File: src/rtl/pad_autopoll_pkg.sv
package pad_autopoll_pkg;
  localparam int NUM_PORTS = 2;
  localparam int LINES_PER_PORT = 2;
  localparam int NUM_LANES = NUM_PORTS * LINES_PER_PORT;

  // lane k reads port (k mod ports), line (k div ports)
  function automatic int lane_port(input int k);
    return k % NUM_PORTS;
  endfunction

  function automatic int lane_line(input int k);
    return k / NUM_PORTS;
  endfunction
endpackage

File: src/rtl/pad_autopoll_seq.sv
module pad_autopoll_seq #(
  parameter int BITS       = 16,
  parameter int PERIOD     = 264,
  parameter int H_W        = 9,
  parameter int START_H    = 64,
  parameter int LATCH_BEG  = 4,
  parameter int LATCH_END  = 28,
  parameter int SAMPLE_AT  = 96,
  parameter int STROBE_BEG = 100,
  parameter int STROBE_END = 132
) (
  input  logic           clk,
  input  logic           rst_n,
  input  logic           tick,
  input  logic           enable,
  input  logic           vblank_start,
  input  logic [H_W-1:0] hcount,
  output logic           busy,
  output logic           start_now,
  output logic           run_done,
  output logic           sample_now,
  output logic           auto_latch,
  output logic           auto_strobe
);
  localparam int PH_W = $clog2(PERIOD);
  localparam int B_W  = $clog2(BITS);

  logic            armed;
  logic [PH_W-1:0] phase;
  logic [B_W-1:0]  bidx;
  logic            at_start_h, last_phase, last_bit;

  assign at_start_h = (hcount == H_W'(START_H));
  assign last_phase = (phase == PH_W'(PERIOD - 1));
  assign last_bit   = (bidx == B_W'(BITS - 1));

  assign start_now  = armed && tick && at_start_h && !busy;
  assign run_done   = busy && tick && last_phase && last_bit;
  assign sample_now = busy && tick && (phase == PH_W'(SAMPLE_AT));

  always_ff @(posedge clk) begin
    if (!rst_n)                                 armed <= 1'b0;
    else if (start_now)                         armed <= 1'b0;
    else if (vblank_start && enable && !busy)   armed <= 1'b1;
  end

  always_ff @(posedge clk) begin
    if (!rst_n) begin
      busy  <= 1'b0;
      phase <= '0;
      bidx  <= '0;
    end else if (start_now) begin
      busy  <= 1'b1;
      phase <= '0;
      bidx  <= '0;
    end else if (busy && tick) begin
      if (last_phase) begin
        phase <= '0;
        if (last_bit) begin
          busy <= 1'b0;
          bidx <= '0;
        end else begin
          bidx <= bidx + 1'b1;
        end
      end else begin
        phase <= phase + 1'b1;
      end
    end
  end

  assign auto_latch  = busy && (bidx == '0) &&
                       (phase >= PH_W'(LATCH_BEG)) && (phase < PH_W'(LATCH_END));
  assign auto_strobe = busy &&
                       (phase >= PH_W'(STROBE_BEG)) && (phase < PH_W'(STROBE_END));


  busy_hold_chk: assert property (@(posedge clk) disable iff (!rst_n)
    (busy && !run_done) |=> busy);


  busy_end_chk: assert property (@(posedge clk) disable iff (!rst_n)
    $fell(busy) |-> $past(tick && last_phase && last_bit));


  start_arm_chk: assert property (@(posedge clk) disable iff (!rst_n)
    $rose(busy) |-> $past(armed && at_start_h && tick));


  tick_gate_chk: assert property (@(posedge clk) disable iff (!rst_n)
    (busy && !tick) |=> ($stable(phase) && $stable(bidx)));
endmodule

File: src/rtl/pad_autopoll_lanes.sv
module pad_autopoll_lanes
  import pad_autopoll_pkg::*;
#(
  parameter int BITS = 16
) (
  input  logic                           clk,
  input  logic                           rst_n,
  input  logic                           sample_now,
  input  logic                           run_done,
  input  logic [NUM_LANES-1:0]           line_in,
  output logic [NUM_LANES-1:0][BITS-1:0] res
);
  logic [NUM_LANES-1:0][BITS-1:0] shreg;

  for (genvar k = 0; k < NUM_LANES; k++) begin : g_lane
    // raw line is active low: a grounded line stores 1
    always_ff @(posedge clk) begin
      if (!rst_n)          shreg[k] <= '0;
      else if (sample_now) shreg[k] <= {shreg[k][BITS-2:0], ~line_in[k]};
    end

    always_ff @(posedge clk) begin
      if (!rst_n)        res[k] <= '0;
      else if (run_done) res[k] <= shreg[k];
    end
  end


  res_hold_chk: assert property (@(posedge clk) disable iff (!rst_n)
    !run_done |=> $stable(res));
endmodule

File: src/rtl/pad_autopoll_portmux.sv
module pad_autopoll_portmux
  import pad_autopoll_pkg::*;
(
  input  logic                 clk,
  input  logic                 rst_n,
  input  logic                 busy,
  input  logic                 start_now,
  input  logic                 run_done,
  input  logic                 auto_latch,
  input  logic                 auto_strobe,
  input  logic                 man_latch_wr,
  input  logic                 man_latch_val,
  input  logic [NUM_PORTS-1:0] man_rd,
  output logic                 pad_latch,
  output logic [NUM_PORTS-1:0] pad_clk
);
  logic                 man_latch_q;
  logic [NUM_PORTS-1:0] man_stb_q;

  // a run counts as a write of 1 then 0, so the latch ends low
  always_ff @(posedge clk) begin
    if (!rst_n)                       man_latch_q <= 1'b0;
    else if (start_now)               man_latch_q <= 1'b0;
    else if (man_latch_wr && !busy)   man_latch_q <= man_latch_val;
  end

  for (genvar p = 0; p < NUM_PORTS; p++) begin : g_port
    always_ff @(posedge clk) begin
      if (!rst_n) man_stb_q[p] <= 1'b0;
      else        man_stb_q[p] <= man_rd[p] && !busy && !start_now;
    end
    assign pad_clk[p] = busy ? auto_strobe : man_stb_q[p];
  end

  assign pad_latch = busy ? auto_latch : man_latch_q;


  man_ignore_chk: assert property (@(posedge clk) disable iff (!rst_n)
    busy |=> !man_latch_q);


  post_run_low_chk: assert property (@(posedge clk) disable iff (!rst_n)
    run_done |=> !pad_latch);


  strobe_latch_excl_chk: assert property (@(posedge clk) disable iff (!rst_n)
    busy |-> !(pad_latch && (|pad_clk)));
endmodule

File: src/rtl/pad_autopoll.sv
module pad_autopoll
  import pad_autopoll_pkg::*;
#(
  parameter int BITS       = 16,
  parameter int PERIOD     = 264,
  parameter int H_W        = 9,
  parameter int START_H    = 64,
  parameter int LATCH_BEG  = 4,
  parameter int LATCH_END  = 28,
  parameter int SAMPLE_AT  = 96,
  parameter int STROBE_BEG = 100,
  parameter int STROBE_END = 132
) (
  input  logic            clk,
  input  logic            rst_n,
  input  logic            tick,
  input  logic            autoread_en,
  input  logic            vblank_start,
  input  logic [H_W-1:0]  hcount,
  input  logic            man_latch_wr,
  input  logic            man_latch_val,
  input  logic            man_rd1,
  input  logic            man_rd2,
  input  logic [1:0]      port1_d,
  input  logic [1:0]      port2_d,
  output logic            pad_latch,
  output logic            pad1_clk,
  output logic            pad2_clk,
  output logic [BITS-1:0] res1,
  output logic [BITS-1:0] res2,
  output logic [BITS-1:0] res3,
  output logic [BITS-1:0] res4,
  output logic            busy
);
  logic start_now, run_done, sample_now, auto_latch, auto_strobe;
  logic [NUM_PORTS-1:0][LINES_PER_PORT-1:0] pdat;
  logic [NUM_LANES-1:0]                     lane_in;
  logic [NUM_LANES-1:0][BITS-1:0]           lane_res;
  logic [NUM_PORTS-1:0]                     pclk;

  assign pdat[0] = port1_d;
  assign pdat[1] = port2_d;

  for (genvar k = 0; k < NUM_LANES; k++) begin : g_map
    assign lane_in[k] = pdat[lane_port(k)][lane_line(k)];
  end

  pad_autopoll_seq #(
    .BITS(BITS), .PERIOD(PERIOD), .H_W(H_W), .START_H(START_H),
    .LATCH_BEG(LATCH_BEG), .LATCH_END(LATCH_END), .SAMPLE_AT(SAMPLE_AT),
    .STROBE_BEG(STROBE_BEG), .STROBE_END(STROBE_END)
  ) u_seq (
    .clk(clk), .rst_n(rst_n), .tick(tick), .enable(autoread_en),
    .vblank_start(vblank_start), .hcount(hcount), .busy(busy),
    .start_now(start_now), .run_done(run_done), .sample_now(sample_now),
    .auto_latch(auto_latch), .auto_strobe(auto_strobe)
  );

  pad_autopoll_lanes #(.BITS(BITS)) u_lanes (
    .clk(clk), .rst_n(rst_n), .sample_now(sample_now), .run_done(run_done),
    .line_in(lane_in), .res(lane_res)
  );

  pad_autopoll_portmux u_mux (
    .clk(clk), .rst_n(rst_n), .busy(busy), .start_now(start_now),
    .run_done(run_done), .auto_latch(auto_latch), .auto_strobe(auto_strobe),
    .man_latch_wr(man_latch_wr), .man_latch_val(man_latch_val),
    .man_rd({man_rd2, man_rd1}), .pad_latch(pad_latch), .pad_clk(pclk)
  );

  assign pad1_clk = pclk[0];
  assign pad2_clk = pclk[1];
  assign res1 = lane_res[0];
  assign res2 = lane_res[1];
  assign res3 = lane_res[2];
  assign res4 = lane_res[3];


  reset_idle_chk: assert property (@(posedge clk)
    !rst_n |=> (!busy && (res1 == '0) && (res4 == '0)));
endmodule

File: config.mk
export PLATFORM = sky130hd
export DESIGN_NAME = pad_autopoll
export DESIGN_NICKNAME = d
export VERILOG_FILES = /design/src/rtl/pad_autopoll_pkg.sv /design/src/rtl/pad_autopoll_seq.sv /design/src/rtl/pad_autopoll_lanes.sv /design/src/rtl/pad_autopoll_portmux.sv /design/src/rtl/pad_autopoll.sv
export SDC_FILE = /design/constraint.sdc
export NUM_CORES = 1
export LEC_CHECK = 0
export ABC_CLOCK_PERIOD_IN_PS = 1960
export BUFFER_PORTS_ARGS = -buffer_cell sky130_fd_sc_hd__buf_2
export CAP_MARGIN = 25
export CORE_ASPECT_RATIO = 1.5
export CORE_UTILIZATION = 50
export CTS_CLUSTER_SIZE = 24
export DETAILED_ROUTE_END_ITERATION = 8
export HOLD_SLACK_MARGIN = 0.06
export PLACE_DENSITY = 0.72
export RECOVER_POWER = 25
export SLEW_MARGIN = 20
export SYNTH_ARGS = -nofsm -noshare
export SYNTH_HDL_FRONTEND = slang
export SYNTH_SLANG_ARGS = --single-unit
File: constraint.sdc
create_clock -name clk -period 1.96 [get_ports clk]
set_input_delay 0 -clock clk [delete_from_list [all_inputs] [get_ports clk]]
set_output_delay 0 -clock clk [all_outputs]
set_load 0.005 [all_outputs]
== After elaboration in Yosys (flattened, before gate mapping) ==
Index checks and enable logic that the tools add are counted.
W data, S select, Z words.
Cells by class
  add/subtract/negate cells: 2
  $mul: 0
  divide/modulo/power cells: 0
  magnitude comparators: 4
  equality and inequality tests: 4
  shift operators: 0
  muxes and demuxes: 9
  bitwise logic cells: 5
  reductions and logical operators: 28
Operator list (count)
  $logic_and A1 B1 Y1: 19
  $eq A9 B7 Y1 const B: 2
  $add A9 B1 Y9 const B: 1
  $eq A9 B9 Y1 const B: 1
  $ge A9 B3 Y1 const B: 1
  $ge A9 B7 Y1 const B: 1
  $lt A9 B5 Y1 const B: 1
  $lt A9 B8 Y1 const B: 1
  $mux W9: 1
  $mux W1: 7
  $reduce_bool A2 Y1: 3
  $not A1 Y1: 5
  $add A4 B1 Y4 const B: 1
  $eq A4 B4 Y1 const B: 1
  $logic_not A4 Y1: 1
  $mux W4: 1
  $reduce_and A3 Y1: 1
  $logic_not A1 Y1: 2
  $reduce_and A2 Y1: 1
  $reduce_or A2 Y1: 1
Storage, ports and cells
  bits in registers: 146
  bits in latches: 0
  RAM bits: 0
  ROM bits: 0
  output and inout port bits: 68
  word-level logic and storage cells: 67
  memories kept: 0

== Depth between registers and ports, before layout ==
  depth in word-level cells: 5
  gate-level depth with buffers: 9
  depth with buffers taken out: 6

== Modules after synthesis ==
Synthesis repeated with hierarchy kept, for this count alone.
Unflattened totals
  cell total of the unflattened synthesis: 541
  area, all modules: 5939.4 um2
Modules (own cells, without submodules)
  pad_autopoll_lanes: times used 1, cells an instance 413, area an instance 4854.7 um2
  pad_autopoll_seq: times used 1, cells an instance 114, area an instance 935.9 um2
  pad_autopoll_portmux: times used 1, cells an instance 14, area an instance 148.9 um2

== Least setup slack after synthesis ==
No wires, ideal clock.
  kind: register to register
  start point: register u_seq.phase[3]
  end point: register u_lanes.res[55] (netlist name)
  library setup time: 0.119 ns
  data arrival time: 1.710 ns
  slack: 0.131 ns
  stages on the path, launching flop included: 6
  path buffers: 2
  cell sequence: dfxtp_1 or4_4 nor4_4 buf_6 buf_2 o21ai_1
On the way
  longest elaborated chain between the ends: 3
RTL lines
  from (decl): RTL line pad_autopoll_seq.sv:29  | logic [PH_W-1:0] phase;
  from (signal assigned): RTL line pad_autopoll_seq.sv:66  | phase <= phase + 1'b1;
  $eq A9 B9 Y1: RTL line pad_autopoll_seq.sv:34  | assign last_phase = (phase == PH_W'(PERIOD - 1));
  $logic_and A1 B1 Y1 (2 in a row): RTL line pad_autopoll_seq.sv:38  | assign run_done = busy && tick && last_phase && last_bit;
  to (signal, indexed assignment): RTL line pad_autopoll_lanes.sv:24  | else if (run_done) res[k] <= shreg[k];
  to (decl): RTL line pad_autopoll_lanes.sv:11  | output logic [NUM_LANES-1:0][BITS-1:0] res
No other way between the ends.
A chain may end at the register's enable or synchronous reset.

== Worst setup path in the final report ==
  start point: register u_seq.phase[4]
  end point: register u_seq.bidx[1]
On the way
  longest elaborated chain between the ends: 2
RTL lines
  $eq A9 B9 Y1: RTL line pad_autopoll_seq.sv:34
  $reduce_and A2 Y1 (no line)
  to (signal assigned): RTL line pad_autopoll_seq.sv:63  | bidx <= bidx + 1'b1;
  to (decl): RTL line pad_autopoll_seq.sv:30  | logic [B_W-1:0] bidx;
No other way between the ends.

==> impl_results.html <==
<table>
<tr><th>Metric</th><th>Value</th></tr>
<tr><th colspan="2">Cells and area</th></tr>
<tr><td>Fraction of final layout cells with drive strength greater than 1</td><td>0.1510</td></tr>
<tr><td>Number of nets at the end of the flow</td><td>781</td></tr>
<tr><td>Signed area change from the synthesized netlist to the final layout</td><td>22.78%</td></tr>
<tr><td>N_diodes</td><td>0</td></tr>
<tr><td>Fill cell instance count of the final layout</td><td>975</td></tr>
<tr><th colspan="2">GRT</th></tr>
<tr><td>Number of antenna violations at the first check in global routing</td><td>0</td></tr>
<tr><td>Met3 Usage GRT</td><td>0.04947</td></tr>
<tr><td>Vias in the first global route</td><td>4,500</td></tr>
<tr><td>Total grt overflow</td><td>0</td></tr>
<tr><td>GRT met1 Usage</td><td>0.2379</td></tr>
<tr><td>Wire length of the first global-routing pass</td><td>20,150 um</td></tr>
<tr><td>Met2 usage</td><td>0.3915</td></tr>
<tr><td>GRT Max-Usage Layer</td><td>met2</td></tr>
<tr><td>Global-route usage over all layers</td><td>0.2180</td></tr>
<tr><td>Pin count of the biggest net entering global routing</td><td>107</td></tr>
<tr><th colspan="2">Synth</th></tr>
<tr><td>Dominant cell type by area after synthesis</td><td>dfxtp_1</td></tr>
<tr><td>Post-Synthesis Mean Instance Area</td><td>8.397 sq um</td></tr>
<tr><td>Synth top cells by count</td><td>192 x nand2_1, 146 x dfxtp_1, 70 x nand3_1</td></tr>
<tr><td>Number of enable flip-flop cells after synthesis</td><td>0</td></tr>
<tr><td>Most frequently used cell type in the post-synthesis netlist</td><td>nand2_1</td></tr>
<tr><td>Async S/R FF share, synth</td><td>0</td></tr>
<tr><td>Leading register cell type out of synthesis</td><td>dfxtp_1</td></tr>
<tr><td>Yosys warns</td><td>0</td></tr>
<tr><td>Post-synth net total</td><td>697</td></tr>
<tr><td>Count of state elements after synthesis</td><td>146</td></tr>
<tr><td>Synth top area share</td><td>0.5188</td></tr>
<tr><td>Count of distinct cell types in the synthesized netlist</td><td>39</td></tr>
<tr><td>Synthesized cell area</td><td>5634 sq um</td></tr>
<tr><td>Instance count of the mapped netlist</td><td>671</td></tr>
<tr><td>Fraction of the yosys area taken by sequential cells</td><td>0.5188</td></tr>
<tr><td>Ranking of synthesized cells by area</td><td>dfxtp_1 52%, nand2_1 13%, a21boi_0 7.9%</td></tr>
<tr><th colspan="2">Clock network</th></tr>
<tr><td>TritonCTS Buffers</td><td>17</td></tr>
<tr><td>Clock Path Buffers</td><td>2</td></tr>
<tr><td>Worst-path clk slew</td><td>0.06 ns</td></tr>
<tr><td>Clock tree from TritonCTS</td><td>yes</td></tr>
<tr><td>Latest clock arrival within the worst-skew pair</td><td>0.42 ns</td></tr>
<tr><td>Clock root buffer</td><td>clkbuf_16</td></tr>
<tr><td>Sinks on Clock Net</td><td>146</td></tr>
<tr><td>Deepest level of the CTS H-tree</td><td>4</td></tr>
<tr><th colspan="2">Floorplan</th></tr>
<tr><td>Site row count</td><td>47</td></tr>
<tr><td>Core area</td><td>11,000 sq um</td></tr>
<tr><td>Die Height</td><td>132.0 um</td></tr>
<tr><td>Top-level I/O count</td><td>90</td></tr>
<tr><td>Initial standard-cell utilization of the core</td><td>0.5123</td></tr>
<tr><td>Chip width</td><td>88.67 um</td></tr>
<tr><td>Die footprint</td><td>11,710 sq um</td></tr>
<tr><th colspan="2">Worst setup path</th></tr>
<tr><td>Capturing element type of the critical path</td><td>register</td></tr>
<tr><td>Startpoint types</td><td>register</td></tr>
<tr><td>Crit path required time</td><td>2.27 ns</td></tr>
<tr><td>Worst Path Arrival</td><td>2.22 ns</td></tr>
<tr><td>Critical Setup Path Class</td><td>register to register</td></tr>
<tr><td>Worst Path Max Fanout</td><td>5</td></tr>
<tr><th colspan="2">Power and ir drop</th></tr>
<tr><td>Power per cell area</td><td>944.1 nW/um^2</td></tr>
<tr><td>Fraction of power spent switching nets</td><td>0.1942</td></tr>
<tr><td>Seq pwr share</td><td>0.456</td></tr>
<tr><td>Relative contribution of the clock network to total power</td><td>0.523</td></tr>
<tr><td>Leakage Power</td><td>0.002556 uW</td></tr>
<tr><td>Cell Int Power</td><td>5263 uW</td></tr>
<tr><td>IR Drop Worst-Case VDD</td><td>0.6216 mV</td></tr>
<tr><td>Combinational group share of total power</td><td>0.022</td></tr>
<tr><td>Net Sw Power</td><td>1268 uW</td></tr>
<tr><th colspan="2">Detailed routing</th></tr>
<tr><td>Number of nets with antenna violations after routing</td><td>0</td></tr>
<tr><td>Total via count after detailed routing</td><td>4,754</td></tr>
<tr><td>1st-pass router iterations</td><td>4</td></tr>
<tr><td>First DRT Iteration DRCs</td><td>209</td></tr>
<tr><td>DRT Wirelength</td><td>12,000 um</td></tr>
<tr><td>Routed length per instance</td><td>13.11 um</td></tr>
<tr><td>DRC violations left</td><td>0</td></tr>
<tr><td>Detail-routed via count per cell</td><td>5.196</td></tr>
<tr><th colspan="2">Placed design</th></tr>
<tr><td>IO Port Bufs</td><td>89</td></tr>
<tr><td>Global placer's final weighted congestion</td><td>0.7866</td></tr>
<tr><td>Detailed placer's ending HPWL</td><td>7619 um</td></tr>
<tr><th colspan="2">STA</th></tr>
<tr><td>Sum Neg Setup Slack</td><td>0 ns</td></tr>
<tr><td>Fin Clk Skew</td><td>0.008455 ns</td></tr>
<tr><td>Final critical-path required period</td><td>1.907 ns</td></tr>
<tr><td>Share of the cycle needed by the critical path after routing</td><td>0.9728</td></tr>
<tr><td>F_max</td><td>0.5244 GHz</td></tr>
<tr><td>Final hold vios</td><td>0</td></tr>
<tr><td>Worst Max-Slew Pin Slew</td><td>0.4462 ns</td></tr>
<tr><td>Fin Hold WS</td><td>0.06613 ns</td></tr>
<tr><td>Number of endpoints failing setup at the final stage</td><td>0</td></tr>
<tr><td>Max Transition Viols Final</td><td>0</td></tr>
<tr><td>Unrepaired setup endpoints after global routing</td><td>no</td></tr>
<tr><td>Worst slew margin</td><td>0.7025</td></tr>
<tr><th colspan="2">Flow run</th></tr>
<tr><td>Max-cap viol count</td><td>0</td></tr>
<tr><th colspan="2">Run status</th></tr>
<tr><td>Status</td><td>completed</td></tr>
<tr><th colspan="2">Worst hold path</th></tr>
<tr><td>Class of the tightest hold or removal check</td><td>input pin to register</td></tr>
</table>
## worst paths after layout
path	start	to	slack, ns	depth (start not counted)
min reg2reg	u_lanes.res[0]	u_lanes.res[0]	0.45	2
max reg2reg	u_seq.phase[4]	u_seq.bidx[1]	0.05	6
min	hcount[7]	u_seq.busy	0.07	4
max	u_seq.phase[4]	u_seq.bidx[1]	0.05	6
## cell usage in the layout, fill, tap and decap left out, types with 4 or more instances in the layout
cell,synthesis,layout
a21boi_0,59,59
and3_1,4,4
buf_12,0,6
buf_2,9,60
buf_4,1,11
bufinv_16,0,4
clkbuf_1,33,27
clkbuf_16,0,17
clkinv_2,0,5
dfxtp_1,146,145
dlygate4sd3_1,0,11
ha_1,4,4
inv_1,7,7
nand2_1,192,192
nand3_1,70,70
nand4_1,5,5
nor2_1,18,18
nor3_1,8,7
o211a_1,4,4
o21ai_0,56,56
o21ai_1,11,11
xnor2_1,7,7
xor2_1,4,4
## routing by layer
metal / vias up / share of wire / wire length [um]
met2: 95 / 0.54 / 6435
met3: 20 / 0.035 / 415
met5: - / 0 / 0
met4: 0 / 0.018 / 212
li1: 2414 / - / -
met1: 2225 / 0.41 / 4933
## sequential cells by signal, indices dropped and copies added, names as in the netlist
register / cells
u_seq.armed: 1
u_mux.man_stb_q: 2
u_seq.bidx: 4
u_lanes.res: 64
u_mux.man_latch_q: 1
u_seq.phase: 9
u_seq.busy: 1
u_lanes.shreg: 64
## per-stage QoR
step	setup slack, ns	instance area, sq um	std cells	total power [uW]	utilization
2_1_floorplan	0.1312	5634	671	3118	-
3_3_place_gp	0.1071	6191	871	3161	0.5630
3_5_place_dp	0.01989	6191	871	3164	0.5630
4_1_cts	0.02992	6934	914	6576	0.6306
5_1_grt	0.003716	6918	915	6724	0.6291
6_report	0.05322	6918	915	6531	0.6291
## critical path, stage by stage, from the launching register on
cell and delay, ns:
dfxtp_1 0.37, or4_4 0.56, buf_4 0.17, nor3_1 0.29, buf_4 0.19, mux2i_1 0.18, nor2_1 0.05
## power by group through the flow
stage	clock, uW	sequential [uW]	combinational, uW
floorplan	0	3040	79.3
global placement	0	3040	121
detailed placement	0	3040	124
CTS	3460	2970	143
global route	3590	2970	156
finish	3410	2980	143
## kinds of logic (layout without fill, tap and decap cells)
family          after synthesis  after routing  share of synthesized area
compound gates              139            139                     0.1590
xor+xnor                     11             11                    0.01710
fa+ha+maj                     4              4                   0.008883
buf+inv                      59            156                    0.05285
flops                       146            146                     0.5188
mux                           1              1                   0.001777
simple gates                311            311                     0.2416
## timing repair
item | 4_1_cts | 5_1_grt
endpoints found under the hold margin | 11 | 0
pin swaps | 1 | 0
setup buffers | 0 | 1
resized for setup | 1 | 3
hold buffers | 11 | 0
endpoints found under the setup margin | 2 | 91
## cell type report
| class | instances | area, sq um | area share |
|---|---|---|---|
| Clock inverter | 10 | 153.9 | 0.02225 |
| Inverter | 7 | 26.28 | 0.003798 |
| Multi-Input combinational cell | 466 | 2426 | 0.3507 |
| Clock buffer | 22 | 474.2 | 0.06855 |
| Sequential cell | 146 | 2924 | 0.4227 |
| Tap cell | 147 | 183.9 | 0.02659 |
| Timing Repair Buffer | 117 | 729.5 | 0.1054 |
Power figures use the tool's default switching activity.
